[src/rtl/rxr_pkg.sv]
// Shared types for the paged receive ring manager.
// Assumes nothing beyond the parameters of the modules that import it.
package rxr_pkg;

    typedef enum logic [2:0] {
        ST_IDLE,
        ST_RECV,
        ST_DROP,
        ST_HDR0,
        ST_HDR1
    } rxr_state_e;

    // Status bits of header word 0, high to low.
    typedef struct packed {
        logic grp;
        logic runt;
        logic mii;
        logic align;
        logic crc;
        logic good;
    } rxr_stat_t;

endpackage

[src/rtl/rxr_page_step.sv]
// Computes the ring successor of a page: the next page number,
// folded back to the first page when it reaches the stop page.
// Assumes first < stop and pg inside [first, stop).
module rxr_page_step #(
    parameter int PW = 8
) (
    input  logic [PW-1:0] pg,
    input  logic [PW-1:0] first,
    input  logic [PW-1:0] stop,
    output logic [PW-1:0] nxt
);
    logic [PW-1:0] inc;

    // Increment and fold at the stop page.
    always_comb begin
        inc = pg + PW'(1);
        nxt = (inc == stop) ? first : inc;
    end
endmodule

[src/rtl/rxr_hdr_fmt.sv]
// Packs the two header words written in front of a committed frame.
// Assumes DW equals PW + 8 and CW fits within DW.
module rxr_hdr_fmt
    import rxr_pkg::*;
#(
    parameter int PW = 8,
    parameter int CW = 11,
    parameter int DW = 16
) (
    input  logic [PW-1:0] next_pg,
    input  rxr_stat_t     stat,
    input  logic [CW-1:0] cnt,
    output logic [DW-1:0] word0,
    output logic [DW-1:0] word1
);
    // Word 0: next page, two zero bits, status; word 1: zero-padded count.
    always_comb begin
        word0 = DW'({next_pg, 2'b00, stat});
        word1 = {{(DW-CW){1'b0}}, cnt};
    end
endmodule

[src/rtl/rxr_ring.sv]
// Paged receive ring manager. Writes a byte stream into 256-byte pages
// (offset width OW) of a circular area, and reserves four bytes at the
// start of each frame for a header. It commits accepted frames by writing
// the header, and gives back pages of rejected or overflowing frames.
// Assumes: at least two idle beats after each end beat, flags valid on
// the end beat, cfg_start_page < cfg_stop_page, bnd_page inside the ring.
module rxr_ring
    import rxr_pkg::*;
#(
    parameter int PW = 8,
    parameter int OW = 8,
    parameter int CW = 11
) (
    input  logic          clk,
    input  logic          rst_n,
    input  logic [PW-1:0] cfg_start_page,
    input  logic [PW-1:0] cfg_stop_page,
    input  logic          cfg_accept_runt,
    input  logic          cfg_accept_err,
    input  logic [PW-1:0] bnd_page,
    input  logic          cur_wr_en,
    input  logic [PW-1:0] cur_wr_data,
    input  logic          ovf_clr,
    input  logic          rx_valid,
    input  logic          rx_sof,
    input  logic          rx_eof,
    input  logic [7:0]    rx_data,
    input  logic          rx_runt,
    input  logic          rx_crc_err,
    input  logic          rx_align_err,
    input  logic          rx_mii_err,
    output logic          mem_we,
    output logic [PW+OW-1:0] mem_addr,
    output logic [15:0]   mem_wdata,
    output logic [1:0]    mem_be,
    output logic [PW-1:0] cur_page,
    output logic          ovf_flag,
    output logic          commit_pulse
);
    localparam int AW = PW + OW;
    localparam int DW = 16;
    localparam int HDR_BYTES = 4;
    localparam logic [CW-1:0] CNT_MAX = '1;

    rxr_state_e    state;
    logic [PW-1:0] wr_page;
    logic [OW-1:0] wr_off;
    logic [CW-1:0] cnt;
    logic          grp_q;
    rxr_stat_t     stat_q;
    logic [PW-1:0] scratch_pg;
    logic [PW-1:0] cur_q;
    logic          ovf_q;
    logic          commit_q;
    logic          we_q;
    logic [AW-1:0] addr_q;
    logic [DW-1:0] wdata_q;
    logic [1:0]    be_q;

    logic          is_first, is_body, need_adv, adv_block, do_write, eof_hit;
    logic          reject, end_full, commit_go, ovf_evt;
    logic [PW-1:0] adv_pg, wpage, end_pg;
    logic [OW-1:0] woff;
    logic [CW-1:0] cnt_nx;
    rxr_stat_t     stat_nx;
    logic [DW-1:0] hdr_w0, hdr_w1;

    rxr_page_step #(.PW(PW)) u_step_adv (
        .pg(wr_page), .first(cfg_start_page), .stop(cfg_stop_page), .nxt(adv_pg)
    );

    rxr_page_step #(.PW(PW)) u_step_end (
        .pg(wpage), .first(cfg_start_page), .stop(cfg_stop_page), .nxt(end_pg)
    );

    rxr_hdr_fmt #(.PW(PW), .CW(CW), .DW(DW)) u_hdr (
        .next_pg(scratch_pg), .stat(stat_q), .cnt(cnt), .word0(hdr_w0), .word1(hdr_w1)
    );

    // Decode the current beat: target address, page advance, end verdict.
    always_comb begin
        is_first  = (state == ST_IDLE) && rx_valid && rx_sof;
        is_body   = (state == ST_RECV) && rx_valid;
        need_adv  = is_body && (wr_off == '0);
        adv_block = need_adv && (adv_pg == bnd_page);
        wpage     = is_first ? cur_q : (need_adv ? adv_pg : wr_page);
        woff      = is_first ? OW'(HDR_BYTES) : wr_off;
        do_write  = (is_first || is_body) && !adv_block;
        eof_hit   = do_write && rx_eof;
        cnt_nx    = is_first ? CW'(1) : ((cnt == CNT_MAX) ? cnt : cnt + CW'(1));
        reject    = (rx_runt && !cfg_accept_runt) ||
                    ((rx_crc_err || rx_align_err) && !cfg_accept_err);
        end_full  = (end_pg == bnd_page);
        commit_go = eof_hit && !reject && !end_full;
        ovf_evt   = adv_block || (eof_hit && !reject && end_full);
        stat_nx.grp   = is_first ? rx_data[0] : grp_q;
        stat_nx.runt  = rx_runt;
        stat_nx.mii   = rx_mii_err;
        stat_nx.align = rx_align_err;
        stat_nx.crc   = rx_crc_err;
        stat_nx.good  = !(rx_runt || rx_mii_err || rx_align_err || rx_crc_err);
    end

    // Frame sequencing: write pointer, byte count and state transitions.
    always_ff @(posedge clk) begin
        if (!rst_n) begin
            state      <= ST_IDLE;
            wr_page    <= '0;
            wr_off     <= '0;
            cnt        <= '0;
            grp_q      <= 1'b0;
            stat_q     <= '0;
            scratch_pg <= '0;
        end else begin
            if (is_first)
                grp_q <= rx_data[0];
            if (do_write) begin
                wr_page <= wpage;
                wr_off  <= woff + OW'(1);
                cnt     <= cnt_nx;
            end
            if (commit_go) begin
                scratch_pg <= end_pg;
                stat_q     <= stat_nx;
            end
            case (state)
                ST_IDLE, ST_RECV: begin
                    if (adv_block)
                        state <= rx_eof ? ST_IDLE : ST_DROP;
                    else if (eof_hit)
                        state <= commit_go ? ST_HDR0 : ST_IDLE;
                    else if (do_write)
                        state <= ST_RECV;
                end
                ST_DROP: if (rx_valid && rx_eof) state <= ST_IDLE;
                ST_HDR0: state <= ST_HDR1;
                ST_HDR1: state <= ST_IDLE;
                default: state <= ST_IDLE;
            endcase
        end
    end

    // Memory request register: data bytes, then the two header words.
    always_ff @(posedge clk) begin
        if (!rst_n) begin
            we_q    <= 1'b0;
            addr_q  <= '0;
            wdata_q <= '0;
            be_q    <= '0;
        end else begin
            we_q <= 1'b0;
            if (do_write) begin
                we_q    <= 1'b1;
                addr_q  <= {wpage, woff};
                wdata_q <= {rx_data, rx_data};
                be_q    <= woff[0] ? 2'b10 : 2'b01;
            end else if (state == ST_HDR0) begin
                we_q    <= 1'b1;
                addr_q  <= {cur_q, {OW{1'b0}}};
                wdata_q <= hdr_w0;
                be_q    <= 2'b11;
            end else if (state == ST_HDR1) begin
                we_q    <= 1'b1;
                addr_q  <= {cur_q, OW'(2)};
                wdata_q <= hdr_w1;
                be_q    <= 2'b11;
            end
        end
    end

    // Host-visible registers: current page, sticky overflow, commit pulse.
    always_ff @(posedge clk) begin
        if (!rst_n) begin
            cur_q    <= cfg_start_page;
            ovf_q    <= 1'b0;
            commit_q <= 1'b0;
        end else begin
            commit_q <= (state == ST_HDR1);
            if (state == ST_HDR1)
                cur_q <= scratch_pg;
            else if (cur_wr_en && state == ST_IDLE && !is_first)
                cur_q <= cur_wr_data;
            if (ovf_evt)
                ovf_q <= 1'b1;
            else if (ovf_clr)
                ovf_q <= 1'b0;
        end
    end

    assign mem_we       = we_q;
    assign mem_addr     = addr_q;
    assign mem_wdata    = wdata_q;
    assign mem_be       = be_q;
    assign cur_page     = cur_q;
    assign ovf_flag     = ovf_q;
    assign commit_pulse = commit_q;
endmodule

[config.mk]
export PLATFORM = sky130hd
export DESIGN_NAME = rxr_ring
export DESIGN_NICKNAME = d
export VERILOG_FILES = /design/src/rtl/rxr_pkg.sv /design/src/rtl/rxr_page_step.sv /design/src/rtl/rxr_hdr_fmt.sv /design/src/rtl/rxr_ring.sv
export SDC_FILE = /design/constraint.sdc
export NUM_CORES = 1
export LEC_CHECK = 0
export ABC_CLOCK_PERIOD_IN_PS = 7500
export CAP_MARGIN = 20
export CELL_PAD_IN_SITES_DETAIL_PLACEMENT = 2
export CELL_PAD_IN_SITES_GLOBAL_PLACEMENT = 2
export CORE_MARGIN = 2
export CORE_UTILIZATION = 30
export CTS_BUF_LIST = sky130_fd_sc_hd__clkbuf_16
export CTS_CLUSTER_DIAMETER = 50
export DETAILED_ROUTE_END_ITERATION = 6
export PLACE_DENSITY_LB_ADDON = 0.1
export SYNTH_ARGS = -nofsm -noshare
export SYNTH_HDL_FRONTEND = slang
export SYNTH_SLANG_ARGS = --single-unit
[constraint.sdc]
create_clock -name clk -period 7.5 [get_ports clk]
set_input_delay 0.75 -clock clk [delete_from_list [all_inputs] [get_ports clk]]
set_output_delay 0.75 -clock clk [all_outputs]
set_load 0.03 [all_outputs]
After elaboration in Yosys (flattened, before gate mapping)
Cells that the tools add are included.
{"block": "totals", "register_bits": 90, "in_bits": 53, "wordCells": 105}
{"block": "classes", "addsub": 4, "eq_ne": 13, "mux": 33, "n_reduce_logical": 36}
{"op": "two-way mux 16 bit", "count": 6}
{"op": "two-way mux 8 bit", "count": 8}
{"op": "== test 8 bit", "count": 4}
{"op": "adder 8 x 1 -> 8 bit (second input constant)", "count": 3}
{"op": "two-way mux 11 bit", "count": 2}
{"op": "logical AND 1 bit", "count": 15}
{"op": "two-way mux 2 bit", "count": 6}
{"op": "two-way mux 3 bit", "count": 4}
{"op": "adder 11 x 1 -> 11 bit (second input constant)", "count": 1}
{"op": "== test 11 bit (second input constant)", "count": 1}
{"op": "one-hot mux 3 bit (3 select lines)", "count": 1}
{"op": "logical NOT 8 bit", "count": 1}
{"op": "logical NOT 1 bit", "count": 7}
{"op": "logical OR 1 bit", "count": 7}
{"op": "== test 3 x 2 -> 1 bit (second input constant)", "count": 2}
{"op": "two-way mux 1 bit", "count": 6}
{"op": "inequality test 2 bit (second input constant)", "count": 2}
{"op": "inequality test 4 bit (second input constant)", "count": 1}
{"op": "AND reduction 2 bit", "count": 2}
{"op": "== test 3 x 1 -> 1 bit (second input constant)", "count": 1}
{"op": "== test 3 bit (second input constant)", "count": 1}
{"op": "logical NOT 3 bit", "count": 1}
{"op": "inequality test 3 x 1 -> 1 bit (second input constant)", "count": 1}
{"op": "nonzero test 3 bit", "count": 1}
{"op": "other kinds (2)", "count": 2}

Logic depth before layout (Yosys ltp)
Gate-level depths: netlist of the first run.
{"block": "depth", "ltp_word": 15, "mapped_depth": 25, "mapped_depth_nobuf": 20}

Hierarchy
A second synthesis of the first run with hierarchy kept.
{"block": "unflattened", "cells_unflattened": 671, "area_unflattened_um2": 5754.3}
{"mod": "rxr_ring", "instances": 1, "cells_per_inst": 548, "area_per_inst_um2": 4724.5}
{"mod": "rxr_page_step", "instances": 2, "cells_per_inst": 45, "area_per_inst_um2": 392.9}
{"mod": "rxr_hdr_fmt", "instances": 1, "cells_per_inst": 33, "area_per_inst_um2": 244.0}

Worst setup path after synthesis of the first run
OpenSTA, ideal clock, no wires.
{"block": "synth_timing", "path_kind": "in2reg", "from": "in cfg_stop_page[4]", "to": "reg stat_q[5] in the netlist's numbering", "arrival_ps": 4983, "required_time_ps": 7379, "path_slack_ps": 2395, "cell_stages": 22, "n_path_buf": 3, "path_cell_list": "buf_2 > xnor2_1 > nor2_1 > nor4_4 > nand4_2 > mux2i_1 > nor2_1 > inv_1 > ha_1 > clkbuf_1 > xnor2_1 > nand2_1 > o31a_1 > a211oi_2 > a211oi_2 > a2111oi_4 > nand3_2 > mux2_4 > or2_1 > buf_6 > o21ai_4 > mux2_4"}
{"block": "synth_between", "elab_chain_cells": 10}
{"item": "start: declaration", "line_no": "rxr_ring.sv:17", "rtl": "input logic [PW-1:0] cfg_stop_page,"}
{"item": "== test 8 bit *", "line_no": "rxr_page_step.sv:17", "rtl": "nxt = (inc == stop) ? first : inc;"}
{"item": "two-way mux 8 bit *", "line_no": "rxr_page_step.sv:17"}
{"item": "two-way mux 8 bit * (2 in a row)", "line_no": "rxr_ring.sv:86", "rtl": "wpage = is_first ? cur_q : (need_adv ? adv_pg : wr_page);"}
{"item": "via u_step_end.pg[1]", "line_no": "rxr_page_step.sv:7", "rtl": "input logic [PW-1:0] pg,"}
{"item": "adder 8 x 1 -> 8 bit *", "line_no": "rxr_page_step.sv:16", "rtl": "inc = pg + PW'(1);"}
{"item": "== test 8 bit", "line_no": "rxr_page_step.sv:17"}
{"item": "two-way mux 8 bit *", "line_no": "rxr_page_step.sv:17"}
{"item": "== test 8 bit *", "line_no": "rxr_ring.sv:93", "rtl": "end_full = (end_pg == bnd_page);"}
{"item": "logical NOT 1 bit *", "line_no": "rxr_ring.sv:94", "rtl": "commit_go = eof_hit && !reject && !end_full;"}
{"item": "logical AND 1 bit *", "line_no": "rxr_ring.sv:94"}
{"item": "end signal: assignment", "line_no": "rxr_ring.sv:124", "rtl": "stat_q <= stat_nx;"}
{"item": "end: declaration", "line_no": "rxr_ring.sv:50", "rtl": "rxr_stat_t stat_q;"}
The timed path passes the listed nets; every way through them passes the cells marked *.
A chain may end at the register's enable or synchronous reset.

Worst setup path in the final report of the first run
Same ends and word-level chain as after synthesis.

==> results of run 1 <==
## registers in the layout (all words and copies together), names as in the netlist
name / cells
grp_q: 1
mem_we: 1
wr_page: 8
mem_be: 2
cur_page: 8
mem_addr: 16
mem_wdata: 16
ovf_flag: 1
state: 3
commit_pulse: 1
cnt: 11
wr_off: 8
stat_q: 6
scratch_pg: 8
## worst paths after layout
path	from	end
setup / recovery	cfg_stop_page[4]	stat_q[5]
hold reg to reg	mem_wdata[5]	mem_wdata[5]
hold / removal	mem_wdata[5]	mem_wdata[5]
setup reg to reg	wr_page[0]	stat_q[5]
## synthesized netlist by cell type (4+ instances only)
library cell / instances
mux2i_1: 13
a21oi_1: 48
xnor2_1: 25
nor2b_1: 6
clkbuf_1: 35
o311ai_1: 8
nand3_1: 27
nand4_1: 8
a31oi_1: 13
inv_1: 14
a2bb2oi_1: 8
and2_1: 6
nor2_1: 99
a22oi_1: 7
nor3_1: 6
nand2_1: 113
a311oi_1: 8
dfxtp_1: 82
and3_1: 14
ha_1: 4
nand2b_1: 11
or3_1: 7
a222oi_1: 5
edfxtp_1: 8
buf_2: 10
o21ai_0: 19
o211ai_1: 7
xor2_1: 22
nor4_1: 6
or2_2: 5
a211oi_1: 16
## metal layers
layer / vias to the layer above / part of all wire, % / track usage [%]
met4: 0 / 1.1 / 4.60
met1: 3103 / 44 / 29.9
met5: - / 0 / 0
li1: 2854 / - / -
met3: 18 / 3.8 / 3.87
met2: 120 / 51 / 42.8
## cells by family (layout without fill, tap and decap cells)
| logic type | count (synthesis) | after routing | share of synthesized area, % |
|---|---|---|---|
| XOR/XNOR | 49 | 49 | 7.62 |
| adder cells (fa/ha/maj) | 4 | 4 | 0.844 |
| AND/OR/NAND/NOR | 337 | 337 | 28.1 |
| multiplexers | 18 | 18 | 3.27 |
| flip-flops | 90 | 90 | 31.7 |
| AO/OA/AOI/OAI | 187 | 187 | 23.5 |
| buffers and inverters | 66 | 143 | 4.96 |
## area by class of cell
| type | count | area share (%) |
|---|---|---|
| clock buffer | 10 | 3.37 |
| clock inverter | 6 | 0.859 |
| inverter | 15 | 0.758 |
| multi-input combinational | 595 | 50.6 |
| sequential | 90 | 25.3 |
| tap | 265 | 4.46 |
| timing repair buffer | 112 | 14.6 |
## through the flow
| step | instance area [um2] | total power (uW) | utilization, % | setup slack (ns) |
|---|---|---|---|---|
| floorplan | 5930 | 775 | - | 2.40 |
| global placement | 7110 | 918 | 36.5 | 0.737 |
| detailed placement | 7110 | 929 | 36.5 | 0.398 |
| CTS | 7430 | 1420 | 38.2 | 0.737 |
| global route | 7430 | 1470 | 38.2 | 0.281 |
| finish | 7430 | 1400 | 38.2 | 0.738 |
## power by group through the flow
stage                     Sequential (uW)  Combinational (uW)  Clock, uW
final                                 542                 378        485
after detailed placement              553                 376          0
after floorplan                       568                 207          0
after CTS                             542                 379        495
after global placement                552                 366          0
after global routing                  545                 407        516
## worst max-delay path: cells and delay by family
kind | cells | cell delay (ns)
adders and majority gates | 1 | 0.28
AOI/OAI and AO/OA | 5 | 1.61
and+or+nand+nor | 7 | 2.13
xor gates and xnor gates | 2 | 0.49
muxes | 3 | 1.00
buffers and inverters | 2 | 0.74
==> impl_results.md, run 1 <==
* Clk slew on worst S/H paths at 0.07 ns
* Rows at 51
* Relative slew margins at 32.2%
* Grt ovf at 0
* Crit Path Category: in -> reg
* Longest Clk Path Bufs at 2
* Mapped Area at 0.00593 mm2
* Ports at 98
* Largest net degree at the start of global routing at 43
* Worst Hold Depth at 2
* Leak pwr at 0.00268 uW
* Top cells by area, synth: dfxtp_1 (28%), nand2_1 (7.2%), nor2_1 (6.3%), a21oi_1 (4.1%), edfxtp_1 (4.1%)
* #FFs+latches synth at 90
* RSZ-0062 raised after global routing: false
* Wire length per cell at 22.2 um
* Seq/Total Area, Yosys at 31.7%
* FF-to-FF path depth at 19
* Antenna violations before repair at 0
* Die Wd at 145 um
* Setup Fix Bufs, Post-CTS at 0
* Cts bufs inserted at 9
* FF+latch area at 0.00188 mm2
* Placer Congestion at 0.867
* H-tree depth at 3
* Mean post-synth cell area at 7.90 um2
* Commonest non-fill, non-tap cells in the layout: nand2_1 (113), nor2_1 (97), clkdlybuf4s50_1 (97)
* First-pass GRT wire length at 37300 um
* Die Area at 0.0209 mm2
* HP Class: reg -> reg
* Via count at 6095
* Status: completed
* R2R Setup Slk at 0.86 ns
* Area Overhead vs Synth at 25.2%
* DRC viols at 0
* # setup viols final at 0
* Detailed router's first-iteration violation count at 326
* Die Ht at 145 um
* Synth top area share at 27.7%
* Core Box Area at 0.0195 mm2
* Syn nets at 808
* Crit end category: flop
* Worst-margin pin slew at 1.02 ns
* PostCTS Resize Cnt at 0
* Worst path cell trace: clkdlybuf4s50_1 > xnor2_1 > nor2_1 > nor4_4 > nand4_2 > mux2i_1 > nor2_1 > inv_1 > ha_1 > xnor2_1 > nand2_1 > o31a_1 > a211oi_2 > a211oi_2 > a2111oi_4 > nand3_2 > mux2_4 > or2_1 > o21ai_4 > mux2_4
* Layout fillers at 2215
* DRT Pass-1 Iters at 6
* Period minus WS final at 6.76 ns
* Total Routed Length at 24200 um
* Sequential power share at 38.6%
* P_int at 935 uW
* PD cells at 189 mW/mm2
* Area of the multi-input gates at 0.00376 mm2
* Post-synth EDFFs at 8
* Placed Cells incl. Taps at 1077
* FMAX at 148 MHz
* Hold_ws at 0.463 ns
* Peak supply drop at 0.104 mV
* Number of max-cap violations at 0
* Vias in the first global route at 6456
* Final nets at 880
* Switch share at 33.4%
* Cts hold-fix bufs at 0
* Startpoint Class: primary input
* Antenna-violating nets left at 0
* Setup tns final at 0 ns
* WP data arrival at 7.01 ns
* Skew-Pair Late Insertion Delay at 0.36 ns
* Commonest non-fill, non-tap cell in the layout: nand2_1
* Primary FF master, synth: dfxtp_1
* Distinct cells, synth at 89
* Combinational fraction of design power at 26.9%
* Starting Density at 30.5%
* CTS tree: done
* # diodes at 0
* Synthesized instance count at 751
* Async set-reset flop share out of synthesis at 0%
* Fin cells at 1093
* Slowest stage cell on the critical path: a2111oi_4
* Detailed Place HPWL at 18900 um
* Critical path's largest stage delay at 0.72 ns
* WP data required at 7.74 ns
* Final slew viol count at 0
* Root Buffer: clkbuf_16
* Layout cells sized above 1 at 8.57%
* YS warnings at 0
* Total GRT Usage at 23.7%
* Final hold vios at 0
* Clock skew at 0.0149 ns
* Sw power at 470 uW
* Power share of the clock group at 34.5%
* CTS Sinks at 90
* Post-synth top area cell: dfxtp_1
* PortBufs at 97
* Tcrit/Tclk final at 90.2%
* Vias per cell at 5.58
* CP Max Fanout at 17
Note: power is estimated with default switching activity, not from simulation.
==> inputs of run 2 (changes only) <==
--- a/config.mk
+++ b/config.mk
@@ -15,6 +15,7 @@
 export CTS_CLUSTER_DIAMETER = 50
 export DETAILED_ROUTE_END_ITERATION = 6
 export PLACE_DENSITY_LB_ADDON = 0.1
+export SLEW_MARGIN = 20
 export SYNTH_ARGS = -nofsm -noshare
 export SYNTH_HDL_FRONTEND = slang
 export SYNTH_SLANG_ARGS = --single-unit
==> results of run 2 <==
Final layout, timing and power as in run 1 (identical DEF).
==> inputs of run 3 (changes only) <==
--- a/config.mk
+++ b/config.mk
@@ -5,12 +5,13 @@
 export SDC_FILE = /design/constraint.sdc
 export NUM_CORES = 1
 export LEC_CHECK = 0
+export ABC_AREA = 1
 export ABC_CLOCK_PERIOD_IN_PS = 7500
 export CAP_MARGIN = 20
 export CELL_PAD_IN_SITES_DETAIL_PLACEMENT = 2
 export CELL_PAD_IN_SITES_GLOBAL_PLACEMENT = 2
 export CORE_MARGIN = 2
-export CORE_UTILIZATION = 30
+export CORE_UTILIZATION = 31
 export CTS_BUF_LIST = sky130_fd_sc_hd__clkbuf_16
 export CTS_CLUSTER_DIAMETER = 50
 export DETAILED_ROUTE_END_ITERATION = 6
==> impl_results.md, run 3 <==
* Status: completed
* Commonest non-fill, non-tap cell in the layout: nand2_1
* CP most frequent cell: nand2_1
* Placed Cells incl. Taps at 1119 (+3.9%)
* Antenna violations before repair at 0 (unchanged)
* Rows at 48 (-5.9%)
* # setup viols final at 0 (unchanged)
* Crit Path Category: reg -> reg
* DRT Pass-1 Iters at 4 (-2)
* Clock skew at 0.00653 ns (-0.00840 ns)
* Largest net degree at the start of global routing at 47 (+9.3%)
* Synthesized instance count at 820 (+9.2%)
* Top cells by area, synth: dfxtp_1 (30%), nand2_1 (15%), inv_1 (6.6%), nand3_1 (5.7%), nor2_1 (4.6%)
* Async set-reset flop share out of synthesis at 0% (unchanged)
* Period minus WS final at 5.94 ns (-0.823 ns)
* Adder-cell share of the synthesized area at 0.907% (+0.063 points)
* Synth top area share at 29.8% (+2.1 points)
* PostCTS Resize Cnt at 0 (unchanged)
* Power share of the clock group at 32.4% (-2.1 points)
* Post-synth top area cell: dfxtp_1
* Post-Synth XOR/XNOR Area at 2.47% (-5.1 points)
* Slowest stage cell on the critical path: nor2_2
* Antenna-violating nets left at 0 (unchanged)
* Number of max-cap violations at 0 (unchanged)
* Post-synth EDFFs at 8 (unchanged)
* Met3 wire len at 984 um (+7.5%)
* WL met2 at 10900 um (-11%)
* RSZ-0062 raised after global routing: false
* Final instance area at 0.00697 mm2 (-6.2%)
* HP Class: reg -> reg
* Highest routed layer: met4
* CP Max Fanout at 38 (+21)
* Seq/Total Area, Yosys at 34.1% (+2.4 points)
* Wl on met1 at 11400 um (+6.5%)
* Starting Density at 31.8% (+1.3 points)
* DRC viols at 0 (unchanged)
* Die Ht at 137 um (-5.0%)
* Wire length per cell at 20.8 um (-6.3%)
* Startpoint Class: flop
* PortBufs at 97 (unchanged)
* Peak supply drop at 0.116 mV (+11%)
* FMAX at 168 MHz (+14%)
* Post-synth top cells: nand2_1 (220), inv_1 (97), dfxtp_1 (82), nor2_1 (67), nand3_1 (63)
* Placer Congestion at 0.922 (+6.3%)
* Via count at 5957 (-2.3%)
* H-tree depth at 3 (unchanged)
* Commonest non-fill, non-tap cells in the layout: nand2_1 (220), inv_1 (99), clkdlybuf4s50_1 (97)
* WP data required at 7.70 ns (-0.04 ns)
* CTS tree: done
* Grt ovf at 0 (unchanged)
* Fin cells at 1135 (+3.8%)
* Switch share at 34.8% (+1.3 points)
* Detailed Place HPWL at 18800 um (-0.52%)
* YS warnings at 0 (unchanged)
* CTS Sinks at 90 (unchanged)
* Final slew viol count at 0 (unchanged)
* Distinct cells, synth at 44 (-51%)
* Skew-Pair Late Insertion Delay at 0.35 ns (about the same)
* WP data arrival at 6.14 ns (-0.87 ns)
* Relative slew margins at 35.3% (+3.1 points)
* Synth Area in Compound Gates at 16.5% (-6.9 points)
* Longest Clk Path Bufs at 2 (unchanged)
* Critical path's largest stage delay at 0.68 ns (-0.04 ns)
* # diodes at 0 (unchanged)
* Layout fillers at 2098 (-5.3%)
* Sequential power share at 39.8% (+1.2 points)
* Layout cells sized above 1 at 8.46% (-0.11 points)
* Final nets at 962 (+9.3%)
* Combinational fraction of design power at 27.8% (+0.9 points)
* Sw power at 486 uW (+3.5%)
* Vias in the first global route at 6369 (-1.3%)
* P_int at 911 uW (-2.5%)
* Final hold vios at 0 (unchanged)
* Combinational family with the most area after synthesis: simple AND/OR/NAND/NOR gates
* First-pass GRT wire length at 36400 um (-2.5%)
* #FFs+latches synth at 90 (unchanged)
* Ports at 98 (unchanged)
* Setup tns final at 0 ns (unchanged)
* Root Buffer: clkbuf_16
* Count leader, synth: nand2_1
* PD cells at 200 mW/mm2 (+6.0%)
* Die Wd at 137 um (-5.0%)
* Die Area at 0.0189 mm2 (-9.7%)
* Cts hold-fix bufs at 0 (unchanged)
* Total GRT Usage at 25.7% (+1.9 points)
* Post-DP Area at 0.00668 mm2 (-6.1%)
* Setup Fix Bufs, Post-CTS at 0 (unchanged)
* Area Overhead vs Synth at 26.3%
* Tcrit/Tclk final at 79.2% (-11 points)
* Mean post-synth cell area at 6.73 um2 (-15%)
* Clk slew on worst S/H paths at 0.07 ns (about the same)
* Worst path cell trace: ha_1 > nand2_2 > o21ai_1 > nand2_1 > nand2_1 > nand2_2 > nor2_8 > nand3_4 > o21ai_1 > xor2_1 > nand4_1 > nor3_1 > nor2_2 > buf_4 > inv_2 > nand2_1 > nor2_2 > inv_2 > o21ai_0 > a31oi_1
* Syn nets at 877 (+8.5%)
* Leak pwr at 0.00287 uW (+7.2%)
* Share of synthesized area spent on multiplexers at 0.181% (-3.1 points)
* Simple-gate portion of the synthesized area at 36.5% (+8.4 points)
* Vias per cell at 5.25 (-5.9%)
* Cts bufs inserted at 9 (unchanged)
* Total Routed Length at 23600 um (-2.7%)
* Core Box Area at 0.0174 mm2 (-11%)
* Mapped Area at 0.00552 mm2 (-7.0%)
* Primary FF master, synth: dfxtp_1
* Crit end category: flop
* Worst-margin pin slew at 0.963 ns (-0.0533 ns)
* Detailed router's first-iteration violation count at 239 (-27%)
run 3: cell count changes in the layout (fill, tap and decap cells not counted), sizes merged, moves of 10 or more:
cell	before	now
nand2	113	235
inv	17	105
nand3	29	77
xnor2	26	2
nor2	99	81
o21ai	24	42
a211oi	19	5
and3	14	1
mux2i	13	1
nand2b	11	0
xor2	22	11
a21oi	48	58
run 3: layout make-up:
| cell class | instances | area, um2 | share of cell area, % |
|---|---|---|---|
| Clock inverter | 7 | 61.3 | 0.880 |
| Multi-Input combinational cell | 599 | 3120 | 44.8 |
| Tap cell | 225 | 282 | 4.04 |
| Timing Repair Buffer | 103 | 1020 | 14.6 |
| Clock buffer | 9 | 225 | 3.23 |
| Sequential cell | 90 | 1880 | 27.0 |
| Inverter | 102 | 383 | 5.49 |
run 3: worst max-delay path, delay by kind of cell (launching register included):
| family | cells | cell delay [ns] |
|---|---|---|
| and+or+nand+nor | 11 | 2.37 |
| AOI/OAI and AO/OA | 4 | 1.10 |
| buffers and inverters | 3 | 1.31 |
| xor gates and xnor gates | 1 | 0.25 |
| DFF | 1 | 0.47 |
| adders and majority gates | 1 | 0.24 |
run 3: per-stage QoR:
| stage | util (%) | setup slack (ns) | power, uW | hold WS, ns |
|---|---|---|---|---|
| final | 40.2 | 1.56 | 1400 | 0.469 |
| after global routing | 40.2 | 0.998 | 1470 | 0.495 |
| after CTS | 40.2 | 1.12 | 1410 | 0.473 |
| after detailed placement | 38.5 | 0.807 | 954 | 0.462 |
| after global placement | 38.5 | 0.985 | 939 | 0.451 |
| after floorplan | - | 3.54 | 792 | 0.451 |
run 3: power groups by stage:
stage / Combinational, uW / Sequential [uW] / Clock (uW)
floorplan: 195 / 597 / 0
global placement: 375 / 564 / 0
detailed placement: 388 / 566 / 0
CTS: 390 / 556 / 464
global route: 425 / 561 / 483
finish: 388 / 556 / 453
run 3: kinds of logic after synthesis:
group / count (synthesis)
adder cells (fa/ha/maj): 4
multiplexers: 1
flip-flops: 90
AO/OA/AOI/OAI: 150
buffers and inverters: 131
XOR/XNOR: 14
AND/OR/NAND/NOR: 430
run 3: path summary, 6_finish.rpt:
check / startpoint / to / slack [ns] / cells after the start
worst max-delay path: wr_page[1] / mem_wdata[9] / 1.56 / 20
worst max register to register: wr_page[1] / mem_wdata[9] / 1.56 / 20
worst min-delay path: mem_addr[3] / mem_addr[3] / 0.47 / 2
worst min register to register: mem_addr[3] / mem_addr[3] / 0.47 / 2
run 3: metal layers:
metal	global-route usage (%)	vias to the layer above
li1	-	2878
met4	4.58	0
met5	0	-
met1	35.2	2934
met2	42.9	130
met3	4.12	15
